==> config.mk <==
export PLATFORM = sky130hd
export DESIGN_NAME = keyed_cfg_port
export DESIGN_NICKNAME = d
export VERILOG_FILES = /design/src/rtl/cfgsp_pkg.sv /design/src/rtl/cfgsp_key_match.sv /design/src/rtl/cfgsp_global_regs.sv /design/src/rtl/cfgsp_dev_bank.sv /design/src/rtl/keyed_cfg_port.sv
export SDC_FILE = /design/constraint.sdc
export NUM_CORES = 1
export LEC_CHECK = 0
export BUFFER_PORTS_ARGS = -buffer_cell sky130_fd_sc_hd__buf_4
export CAP_MARGIN = 20
export CORE_ASPECT_RATIO = 0.9
export CORE_MARGIN = 4
export CORE_UTILIZATION = 40
export CTS_BUF_LIST = sky130_fd_sc_hd__clkbuf_4 sky130_fd_sc_hd__clkbuf_8
export DETAILED_ROUTE_END_ITERATION = 12
export PLACE_DENSITY = 0.65
export SLEW_MARGIN = 20
export SYNTH_ARGS = -nofsm -noshare
export SYNTH_HDL_FRONTEND = slang
export SYNTH_SLANG_ARGS = --single-unit
==> constraint.sdc <==
create_clock -name clk -period 3.3 [get_ports clk]
set_clock_uncertainty 0.15 [all_clocks]
set_input_delay 0.495 -clock clk [delete_from_list [all_inputs] [get_ports clk]]
set_output_delay 0.495 -clock clk [all_outputs]
set_load 0.02 [all_outputs]
==> src/rtl/cfgsp_pkg.sv <==
package cfgsp_pkg;

    localparam logic [15:0] IDX_PORT  = 16'h002E;
    localparam logic [15:0] DATA_PORT = 16'h002F;

    localparam int KEY_LEN = 4;
    localparam int KSW     = $clog2(KEY_LEN);

    localparam logic [7:0] REG_EXIT   = 8'h02;
    localparam logic [7:0] EXIT_VAL   = 8'h02;
    localparam logic [7:0] REG_LDEV   = 8'h07;
    localparam logic [7:0] REG_ID_HI  = 8'h20;
    localparam logic [7:0] REG_ID_LO  = 8'h21;
    localparam logic [7:0] REG_REV    = 8'h22;
    localparam logic [7:0] BANK_START = 8'h30;
    localparam logic [7:0] REG_ENABLE = 8'h30;
    localparam logic [7:0] REG_BASE_H = 8'h60;
    localparam logic [7:0] REG_BASE_L = 8'h61;

    typedef struct packed {
        logic        enable;
        logic [15:0] base;
    } dev_regs_t;

    typedef struct packed {
        logic       idx_wr;
        logic       data_wr;
        logic       data_rd;
        logic [7:0] wdata;
    } host_acc_t;

    function automatic logic [7:0] key_byte(input logic [KSW-1:0] step);
        case (step)
            2'd0:    return 8'h87;
            2'd1:    return 8'h01;
            default: return 8'h55;
        endcase
    endfunction

    function automatic logic is_banked(input logic [7:0] idx);
        return idx >= BANK_START;
    endfunction

endpackage

==> src/rtl/cfgsp_key_match.sv <==
module cfgsp_key_match
    import cfgsp_pkg::*;
(
    input  logic       clk,
    input  logic       rst,
    input  logic       idx_wr,
    input  logic [7:0] wdata,
    input  logic       exit_req,
    output logic       unlocked
);
    localparam logic [KSW-1:0] LAST_STEP = KSW'(KEY_LEN - 1);

    logic [KSW-1:0] step_q;

    always_ff @(posedge clk) begin
        if (rst) begin
            unlocked <= 1'b0;
            step_q   <= '0;
        end else if (unlocked) begin
            step_q <= '0;
            if (exit_req) begin
                unlocked <= 1'b0;
            end
        end else if (idx_wr) begin
            if (wdata == key_byte(step_q)) begin
                if (step_q == LAST_STEP) begin
                    unlocked <= 1'b1;
                    step_q   <= '0;
                end else begin
                    step_q <= step_q + 1'b1;
                end
            end else if (wdata == key_byte('0)) begin
                step_q <= KSW'(1);
            end else begin
                step_q <= '0;
            end
        end
    end

endmodule

==> src/rtl/cfgsp_global_regs.sv <==
module cfgsp_global_regs
    import cfgsp_pkg::*;
(
    input  logic       clk,
    input  logic       rst,
    input  logic       idx_wr_en,
    input  logic       data_wr_en,
    input  logic [7:0] wdata,
    output logic [7:0] idx_q,
    output logic [7:0] ldev_q
);
    always_ff @(posedge clk) begin
        if (rst) begin
            idx_q  <= '0;
            ldev_q <= '0;
        end else begin
            if (idx_wr_en) begin
                idx_q <= wdata;
            end
            if (data_wr_en && idx_q == REG_LDEV) begin
                ldev_q <= wdata;
            end
        end
    end

endmodule

==> src/rtl/cfgsp_dev_bank.sv <==
module cfgsp_dev_bank
    import cfgsp_pkg::*;
#(
    parameter logic [7:0] DEV_NUM = 8'h07
) (
    input  logic       clk,
    input  logic       rst,
    input  logic       wr_en,
    input  logic [7:0] idx,
    input  logic [7:0] wdata,
    input  logic [7:0] ldev,
    output dev_regs_t  regs,
    output logic       hit,
    output logic [7:0] rd_data
);
    assign hit = (ldev == DEV_NUM);

    always_ff @(posedge clk) begin
        if (rst) begin
            regs <= '0;
        end else if (wr_en && hit) begin
            case (idx)
                REG_ENABLE: regs.enable     <= wdata[0];
                REG_BASE_H: regs.base[15:8] <= wdata;
                REG_BASE_L: regs.base[7:0]  <= wdata;
                default:    ;
            endcase
        end
    end

    always_comb begin
        case (idx)
            REG_ENABLE: rd_data = {7'b0, regs.enable};
            REG_BASE_H: rd_data = regs.base[15:8];
            REG_BASE_L: rd_data = regs.base[7:0];
            default:    rd_data = 8'h00;
        endcase
        if (!hit) begin
            rd_data = 8'h00;
        end
    end

endmodule

==> src/rtl/keyed_cfg_port.sv <==
module keyed_cfg_port
    import cfgsp_pkg::*;
#(
    parameter int                  NDEV     = 3,
    parameter logic [NDEV*8-1:0]   DEV_NUMS = 24'h0A_09_07,
    parameter logic [15:0]         CHIP_ID  = 16'h8716,
    parameter logic [3:0]          CHIP_REV = 4'h2
) (
    input  logic               clk,
    input  logic               rst,
    input  logic [15:0]        io_addr,
    input  logic               io_wr,
    input  logic               io_rd,
    input  logic [7:0]         io_wdata,
    output logic [7:0]         io_rdata,
    output logic               cfg_open,
    output logic [7:0]         cfg_ldev,
    output logic [7:0]         cfg_idx,
    output logic [7:0]         cfg_wdata,
    output logic               cfg_wr_stb,
    output logic               cfg_rd_stb,
    output logic [NDEV-1:0]    dev_active,
    output logic [NDEV*16-1:0] dev_base
);
    host_acc_t  acc;
    logic       exit_req;
    logic [7:0] idx_q;
    logic [7:0] ldev_q;
    logic [7:0] glob_rd;
    logic [7:0] bank_or;
    logic [7:0] reg_rd;

    dev_regs_t  bank_regs [NDEV];
    logic [7:0] bank_rd   [NDEV];
    logic [NDEV-1:0] bank_hit;

    assign acc.idx_wr  = io_wr && (io_addr == IDX_PORT);
    assign acc.data_wr = io_wr && (io_addr == DATA_PORT) && cfg_open;
    assign acc.data_rd = io_rd && (io_addr == DATA_PORT) && cfg_open;
    assign acc.wdata   = io_wdata;

    assign exit_req = acc.data_wr && (idx_q == REG_EXIT) && (acc.wdata == EXIT_VAL);

    cfgsp_key_match u_key (
        .clk      (clk),
        .rst      (rst),
        .idx_wr   (acc.idx_wr),
        .wdata    (acc.wdata),
        .exit_req (exit_req),
        .unlocked (cfg_open)
    );

    cfgsp_global_regs u_glob (
        .clk        (clk),
        .rst        (rst),
        .idx_wr_en  (acc.idx_wr && cfg_open),
        .data_wr_en (acc.data_wr),
        .wdata      (acc.wdata),
        .idx_q      (idx_q),
        .ldev_q     (ldev_q)
    );

    for (genvar g = 0; g < NDEV; g++) begin : g_bank
        cfgsp_dev_bank #(
            .DEV_NUM (DEV_NUMS[8*g +: 8])
        ) u_bank (
            .clk     (clk),
            .rst     (rst),
            .wr_en   (acc.data_wr && is_banked(idx_q)),
            .idx     (idx_q),
            .wdata   (acc.wdata),
            .ldev    (ldev_q),
            .regs    (bank_regs[g]),
            .hit     (bank_hit[g]),
            .rd_data (bank_rd[g])
        );
        assign dev_active[g]         = bank_regs[g].enable;
        assign dev_base[16*g +: 16]  = bank_regs[g].base;
    end

    always_comb begin
        bank_or = 8'h00;
        for (int i = 0; i < NDEV; i++) begin
            bank_or = bank_or | bank_rd[i];
        end
    end

    always_comb begin
        case (idx_q)
            REG_LDEV:  glob_rd = ldev_q;
            REG_ID_HI: glob_rd = CHIP_ID[15:8];
            REG_ID_LO: glob_rd = CHIP_ID[7:0];
            REG_REV:   glob_rd = {4'b0, CHIP_REV};
            default:   glob_rd = 8'h00;
        endcase
    end

    assign reg_rd = is_banked(idx_q) ? bank_or : glob_rd;

    always_comb begin
        if (io_addr == IDX_PORT) begin
            io_rdata = cfg_open ? idx_q : 8'hFF;
        end else if (io_addr == DATA_PORT) begin
            io_rdata = cfg_open ? reg_rd : 8'hFF;
        end else begin
            io_rdata = 8'h00;
        end
    end

    assign cfg_ldev   = ldev_q;
    assign cfg_idx    = idx_q;
    assign cfg_wdata  = acc.wdata;
    assign cfg_wr_stb = acc.data_wr;
    assign cfg_rd_stb = acc.data_rd;

endmodule

## Word-level counts from Yosys, hierarchy flattened

Index checks and enable logic that the tools add are counted.

- $add $sub $neg: 1
- Magnitude comparators: 1
- Equal/unequal tests: 18
- Muxes and demuxes: 24
- Bitwise logic cells: 2
- Reductions and logical operators: 24

Operator list:

| cell | number |
|---|---|
| 8-bit two-way mux | 11 |
| 8-bit case mux with 3 select lines | 3 |
| 16-bit by 6-bit == test with 1-bit output, second input constant | 2 |
| 8-bit by 6-bit == test with 1-bit output, second input constant | 4 |
| 8-bit case mux with 4 select lines | 1 |
| 2-bit AND reduction | 9 |
| 8-bit by 2-bit == test with 1-bit output, second input constant | 2 |
| 8-bit by 3-bit == test with 1-bit output, second input constant | 2 |
| 8-bit by 4-bit == test with 1-bit output, second input constant | 2 |
| 8-bit by 7-bit == test with 1-bit output, second input constant | 2 |
| 8-bit bitwise OR | 2 |
| 8-bit case mux with 2 select lines | 1 |
| 1-bit logical AND | 13 |
| 8-bit == test | 1 |
| 8-bit == test, second input constant | 1 |
| 8-bit by 6-bit greater-or-equal comparator with 1-bit output, second input constant | 1 |
| 1-bit two-way mux | 6 |
| 2-bit two-way mux | 2 |
| 2-bit by 1-bit adder with 2-bit output, second input constant | 1 |
| 2-bit by 1-bit == test with 1-bit output, second input constant | 1 |
| 2-bit == test, second input constant | 1 |
| 2-bit zero test | 1 |
| 2-bit OR reduction | 1 |

- Register bits after elaboration: 70
- Output and inout bits: 86
- Word-level logic and storage cells: 83

## Longest topological paths before layout

Gate-level depths: netlist (run 1).

- Word-level depth: 9
- Gate-level depth with buffers: 8

## Hierarchy

Synthesis (run 1) repeated with hierarchy kept, for this count alone.

- Cells, all modules: 510
- Area total of the unflattened synthesis: 4190.3 sq um

By module, submodules not included:

| module | instances | cells an instance | area an instance (sq um) | sequential area each (sq um) |
|---|---|---|---|---|
| cfgsp_dev_bank (g_bank[1].u_bank ...) | 2 | 114 | 923.4 | 340.3 |
| cfgsp_dev_bank (g_bank[0].u_bank) | 1 | 114 | 894.6 | 340.3 |
| cfgsp_global_regs | 1 | 63 | 660.6 | 320.3 |
| keyed_cfg_port | 1 | 73 | 491.7 | 0.0 |
| cfgsp_key_match | 1 | 32 | 296.5 | 60.1 |

## Worst setup path before layout (run 1)

No wires, ideal clock.

- Kind: register -> output
- Start: register u_glob.idx_q[6]
- End: output port io_rdata[1]
- Arrival: 2.176 ns
- Slack: 0.479 ns
- Cell stages (with the launch flop): 7
- Buffers on the path: 1
- Cells stage by stage: dfxtp_1 > buf_2 > or4b_2 > a2111oi_0 > a211oi_1 > nor4b_1 > o21ai_0

- Longest elaborated chain between the ends: 9
- Elaborated cells between the ends (all ways): 21

RTL lines:

| what | line | source |
|---|---|---|
| start: declaration | cfgsp_global_regs.sv:9 | `output logic [7:0] idx_q,` |
| start signal: assignment | cfgsp_global_regs.sv:18 | `idx_q <= wdata;` |
| 8-bit by 7-bit == test with 1-bit output or 8-bit by 6-bit == test with 1-bit output (tied branches) | cfgsp_dev_bank.sv:32 | `case (idx)` |
| 8-bit case mux with 3 select lines | cfgsp_dev_bank.sv:32 |  |
| 8-bit two-way mux | cfgsp_dev_bank.sv:38 | `if (!hit) begin` |
| 8-bit bitwise OR (2 in a row) | keyed_cfg_port.sv:84 | `bank_or = bank_or \| bank_rd[i];` |
| 8-bit two-way mux * | keyed_cfg_port.sv:98 | `assign reg_rd = is_banked(idx_q) ? bank_or : glob_rd;` |
| 8-bit two-way mux * | keyed_cfg_port.sv:104 | `io_rdata = cfg_open ? reg_rd : 8'hFF;` |
| 8-bit two-way mux * | keyed_cfg_port.sv:103 | `end else if (io_addr == DATA_PORT) begin` |
| 8-bit two-way mux * | keyed_cfg_port.sv:101 | `if (io_addr == IDX_PORT) begin` |
| end: declaration | keyed_cfg_port.sv:15 | `output logic [7:0] io_rdata,` |

Mark *: on every way between the ends. The rest lies on a longest branch, timed or not.

## Worst setup path after layout (run 1)

Same ends and word-level chain as after synthesis.

==> results of run 1 <==
## cells by family after synthesis
logic type / count (synthesis) / share of synthesized area [%]
simple gates: 172 / 25.1
xor+xnor: 1 / 0.219
compound gates: 63 / 11.3
mux: 71 / 17.8
flops: 70 / 35.1
buf+inv: 50 / 8.98
fa+ha+maj: 5 / 1.56
## timing repair
item	in CTS	in global routing
hold buffers	0	0
setup endpoints to repair	0	2
hold endpoints to repair	0	0
resized for setup	0	2
## state kept, by name (all words and copies together), names as in the netlist
register            cells
u_glob.idx_q            8
u_key.step_q            2
u_glob.ldev_q           8
g_bank.u_bank.regs     51
u_key.unlocked          1
## worst min-delay path: cells and delay by family (launching register included)
family | cells | cell delay [ns]
compound gates | 2 | 0.14
flops | 1 | 0.33
## through the flow
| step | power [mW] | worst slack (ns) |
|---|---|---|
| after CTS | 1.66 | 0.120 |
| final | 1.65 | 0.0997 |
| after floorplan | 0.923 | 0.479 |
| after detailed placement | 0.953 | 0.433 |
| after global placement | 0.951 | 0.414 |
| after global routing | 1.70 | 0.0116 |
## Yosys cell counts, types with 2 or more instances
| cell type | instances |
|---|---|
| a2111oi_0 | 2 |
| a211oi_1 | 3 |
| a21boi_0 | 2 |
| a21oi_1 | 9 |
| a221o_1 | 2 |
| a221oi_1 | 5 |
| a22o_1 | 6 |
| a22oi_1 | 7 |
| a31oi_1 | 2 |
| a41oi_1 | 2 |
| and3_1 | 4 |
| and3_2 | 4 |
| and4_1 | 5 |
| buf_2 | 6 |
| buf_4 | 10 |
| buf_6 | 3 |
| clkbuf_1 | 13 |
| clkbuf_8 | 9 |
| dfxtp_1 | 70 |
| ha_1 | 5 |
| inv_1 | 7 |
| mux2i_1 | 71 |
| nand2_1 | 12 |
| nand3_1 | 8 |
| nand3b_1 | 4 |
| nand4_1 | 8 |
| nand4_2 | 2 |
| nor2_1 | 80 |
| nor2b_1 | 3 |
| nor3_1 | 6 |
| nor4_1 | 7 |
| nor4_4 | 4 |
| nor4b_1 | 2 |
| nor4bb_1 | 2 |
| o21ai_0 | 13 |
| or3_1 | 3 |
| or3_2 | 3 |
| or4_1 | 3 |
## worst paths after layout
kind | start | cells past startpoint | to | slack, ns
max | u_glob.idx_q[6] | 6 | io_rdata[1] | 0.1
min | u_key.step_q[1] | 2 | u_key.step_q[1] | 0.37
max reg2reg | u_key.unlocked | 5 | g_bank[1].u_bank.regs[13] | 0.68
min reg2reg | u_key.step_q[1] | 2 | u_key.step_q[1] | 0.37
## final cells by class
| type | instances | area, µm² |
|---|---|---|
| well taps | 126 | 158 |
| repair buffers | 120 | 901 |
| multi-input cells | 312 | 2250 |
| inverters | 7 | 26.3 |
| clock inverters | 5 | 58.8 |
| flip-flops and latches | 70 | 1400 |
| fillers | 918 | 4760 |
| clock buffers | 11 | 145 |
## power by group
group	switching [mW]	leakage [nW]	internal [mW]
sequential	0.000000326	0.563	0.844
combinational	0.0552	1.48	0.0337
clock	0.338	0.0990	0.378
## metal layers
metal	vias to the layer above	track usage, %	part of all wire, %
li1	1755	-	-
met2	167	36.7	45
met1	1784	31.4	45
met4	0	8.13	2.4
met5	-	0	0
met3	22	3.93	7.2
==> summary.txt, run 1 <==
Hold slack: 0.367 ns
Power Dens Cells: 334 nW/µm²
Die ar.: 11700 µm²
H-tree Lvls: 3
Status: finished, final reports clean
Clock latency on the worst-skew pair: 0.35 ns
Bufs on Longest Clock Path: 2
CTS buffer count: 9
Worst EP arrival: 2.56 ns
Post-Syn Nets: 465
CP cell instances: or4b_2 -> a2111oi_0 -> a211oi_1 -> nor4b_1 -> o21ai_0 -> buf_4
DR vias: 3728
1st-iter DRT viols: 231
Unrepaired setup endpoints after global routing: false
Unique masters post-synth: 63
F_max: 312 MHz
Period utilisation layout: 97.0%
Post-Route Setup TNS: 0 ns
Final hold vios: 0
Ys async rst share: 0%
Pre-Repair DR Iteration Count: 5
Startpoint type of the worst setup path: register
Number of synthesized flops with an enable pin: 0
Worst setup EP type: primary output
Clock Tree Root: clkbuf_8
Worst-Margin Slew: 0.750 ns
Max_cap viols: 0
Post-synthesis sequential area ratio: 35.1%
YS warnings: 0
Slew Viols, Final: 0
Top cells by area, synth: dfxtp_1 35%, mux2i_1 18%, nor2_1 7.5%, clkbuf_8 3.1%, nor4_4 2.1%
Die Y: 103 µm
Dominant cell type by area after synthesis: dfxtp_1
Required time worst endpoint: 2.65 ns
Slowest library cell on the worst path: or4b_2
Vias/cell: 5.73
Chip width: 113 µm
Port bufs: 113
DP HPWL: 9.77 mm
Post-route cell area: 4940 µm²
Row count: 34
Setup bufs post-CTS: 0
Most common cell after layout, fill and taps aside: buf_4
Final Wtd Congestion: 0.945
Antenna cell count: 0
Slew headroom: 49.7%
Final setup viols: 0
Crit-path max FO: 11
DRC: 0
Final std cells w/o fill: 651
Total congestion overflow: 0
Clock transition at path regs: 0.08 ns
Kind of critical path: register to primary output
Worst path bufs/invs: 1
Avg WL per Cell: 20.2 µm
Area growth syn-to-layout: 23.5%
Share of cells above drive strength 1: 30.7%
WL final: 13.2 mm
Top Ports: 114
Global-route wire length before repair: 20.6 mm
Leakage: 2.15 nW
Worst VDD drop: 0.000217 V
GRT Total Usage: 22.9%
Initial antenna violation count: 0
Layout Utilization: 50.9%
TritonCTS Sinks: 70
HP Class: register to register
CP top delay family: simple AND/OR/NAND/NOR gates
Synthesized area: 4000 µm²
Top cell type's share of synthesized area: 35.1%
Mapped Cells: 432
Remaining antenna violation count: 0
Pin count of the biggest net entering global routing: 70
Top_reg_cell synth: dfxtp_1
CTS tree: done
Commonest cells after routing, fill and taps aside: 120 x buf_4, 80 x nor2_1, 71 x mux2i_1
Cell Count Post-Placement: 635
Min cycle time layout: 3.20 ns
Final #Nets: 553
Synthesized area per cell: 9.25 µm²
Slowest stage delay, CP: 0.72 ns
Core ar.: 9700 µm²
Yosys reg bits: 70
Vias in the first global route: 3654
Initial Utilization: 41.2%
Placed inst area: 4720 µm²
Note: power is estimated with default switching activity, not from simulation.
==> run 2: changes to the inputs <==
--- a/config.mk
+++ b/config.mk
@@ -5,6 +5,7 @@
 export SDC_FILE = /design/constraint.sdc
 export NUM_CORES = 1
 export LEC_CHECK = 0
+export ABC_AREA = 1
 export BUFFER_PORTS_ARGS = -buffer_cell sky130_fd_sc_hd__buf_4
 export CAP_MARGIN = 20
 export CORE_ASPECT_RATIO = 0.9
==> run 2 against run 1 <==
  * Utilization up 0.71 points
  * Critical path depth up 3
  * Largest power group unchanged
  * Hold slack worse by 0.025 ns
  * Cell count up 28%
==> summary.txt, run 2 <==
Required time worst endpoint: 2.65 ns
Worst EP arrival: 2.48 ns
Commonest cells after routing, fill and taps aside: 180 x nand2_1, 118 x buf_4, 72 x a21oi_1
Vias/cell: 5.48
Area growth syn-to-layout: 24.4%
Dominant cell type by area after synthesis: dfxtp_1
TritonCTS Sinks: 70
YS warnings: 0
Avg WL per Cell: 17.2 µm
Core ar.: 9780 µm²
Unique masters post-synth: 25
Clock latency on the worst-skew pair: 0.35 ns
Final #Nets: 738
Clock Tree Root: clkbuf_8
Die Y: 104 µm
Pre-Repair DR Iteration Count: 5
Simple-gate share of the synthesized area: 37.3%
Worst setup EP type: primary output
Crit-path max FO: 16
Multiplexer area fraction after synthesis: 0%
Initial antenna violation count: 0
Ys async rst share: 0%
Synth Area in XOR/XNOR: 0.216%
Resized cells post-CTS: 0
Remaining antenna violation count: 0
Top post-synthesis cells by count: 180 x nand2_1, 72 x a21oi_1, 70 x dfxtp_1, 63 x nand4_1, 60 x inv_1
Period utilisation layout: 94.6%
Cell Count Post-Placement: 820
Unrepaired setup endpoints after global routing: false
Top_reg_cell synth: dfxtp_1
Status: finished, final reports clean
DP HPWL: 10.4 mm
Placed inst area: 4820 µm²
Kind of critical path: register to primary output
WL final: 14.4 mm
Final setup viols: 0
F_max: 320 MHz
Biggest register: g_bank.u_bank.regs
Initial Utilization: 41.5%
Min cycle time layout: 3.12 ns
Share of cells above drive strength 1: 21.3%
Die ar.: 11800 µm²
Antenna cell count: 0
Row count: 34
DR vias: 4581
Clock transition at path regs: 0.08 ns
H-tree Lvls: 3
1st-iter DRT viols: 464
Max_cap viols: 0
Number of synthesized flops with an enable pin: 0
Slew Viols, Final: 0
GRT Total Usage: 23.6%
Top cell type's share of synthesized area: 34.5%
Post-Syn Nets: 655
Mapped Cells: 622
Final Wtd Congestion: 0.943
Post-route cell area: 5050 µm²
Total congestion overflow: 0
Leakage: 2.08 nW
Most common cell after layout, fill and taps aside: nand2_1
Yosys reg bits: 70
Hold Buf Count CTS: 0
Startpoint type of the worst setup path: register
Worst VDD drop: 0.000237 V
Global-route wire length before repair: 22.3 mm
Adder-cell share of the synthesized area: 1.54%
Vias in the first global route: 4080
DRC: 0
Synth Area in Compound Gates: 13.3%
Largest register FFs: 51
Final std cells w/o fill: 836
Slew headroom: 55.0%
Main combinational cell family by area after synthesis: simple AND/OR/NAND/NOR gates
Pin count of the biggest net entering global routing: 62
CTS buffer count: 9
Most frequent cell after synthesis: nand2_1
Setup bufs post-CTS: 0
Worst-Margin Slew: 0.674 ns
Post-synthesis sequential area ratio: 34.5%
Final hold vios: 0
Port bufs: 113
Synthesized area per cell: 6.52 µm²
HP Class: register to register
Final Power: 1.74 mW
Top cells by area, synth: dfxtp_1 35%, nand2_1 17%, nand4_1 9.7%, a21oi_1 8.9%, inv_1 5.6%
Post-Route Setup TNS: 0 ns
Bufs on Longest Clock Path: 2
Top Ports: 114
CTS tree: done
Top flop regs: g_bank.u_bank.regs (51), u_glob.idx_q (8), u_glob.ldev_q (8)
Chip width: 114 µm
Power Dens Cells: 344 nW/µm²
Synthesized area: 4060 µm²
==> run 2: cell count changes after synthesis, moves of 14 or more <==
cell and change:
nand2_1 +168, nor2_1 -37, mux2i_1 -71, o21ai_0 +20
nand3_1 +14, inv_1 +53, nand4_1 +55, a21oi_1 +63
==> run 2: logic make-up after synthesis <==
family | count (synthesis)
adders and majority gates | 5
xor gates and xnor gates | 1
DFF | 70
buffers and inverters | 109
and+or+nand+nor | 330
AOI/OAI and AO/OA | 107
==> run 2: cell type report <==
class | count | area, µm²
Clock buffer | 10 | 131
Clock inverter | 6 | 93.8
Fill cell | 1024 | 4740
Inverter | 62 | 234
Multi-Input combinational cell | 443 | 2120
Sequential cell | 70 | 1400
Tap cell | 126 | 158
Timing Repair Buffer | 119 | 906
==> run 2: final timing paths <==
path | start | end | slack (ns) | depth (start not counted)
hold / removal | g_bank[1].u_bank.regs[7] | g_bank[1].u_bank.regs[7] | 0.34 | 2
setup / recovery | u_glob.ldev_q[3] | io_rdata[3] | 0.18 | 9
setup reg to reg | u_glob.ldev_q[3] | g_bank[2].u_bank.regs[15] | 0.82 | 7
hold reg to reg | g_bank[1].u_bank.regs[7] | g_bank[1].u_bank.regs[7] | 0.34 | 2
==> run 2: worst max-delay path, stage by stage (launching register included) <==
cell and delay (ns):
dfxtp_1 0.45, nand2_1 0.12, nor2_1 0.18, and2_1 0.52, buf_4 0.32, nand2_1 0.12
nand4_1 0.14, nand2_1 0.07, nand2_1 0.07, buf_4 0.13
==> run 2: layer usage <==
metal  global-route usage [%]  share of wire (%)
met1                     35.7                 45
met2                     34.8                 45
met3                     3.91                8.9
met4                     5.60                1.1
met5                        0                  0
==> run 2: metrics by stage <==
step                utilization [%]  setup slack (ns)  hold WS [ns]
global placement               49.3             0.655         0.318
detailed placement             49.3             0.616         0.323
floorplan                         -              1.05         0.378
CTS                            51.6             0.223         0.337
finish                         51.6             0.179         0.341
global route                   51.6            0.0254         0.346
==> run 2: power by group <==
part           switching [mW]  internal [mW]  total [mW]
combinational          0.0620         0.0322      0.0942
sequential        0.000000449          0.844       0.844
clock                   0.359          0.440       0.798
total                   0.421           1.32        1.74
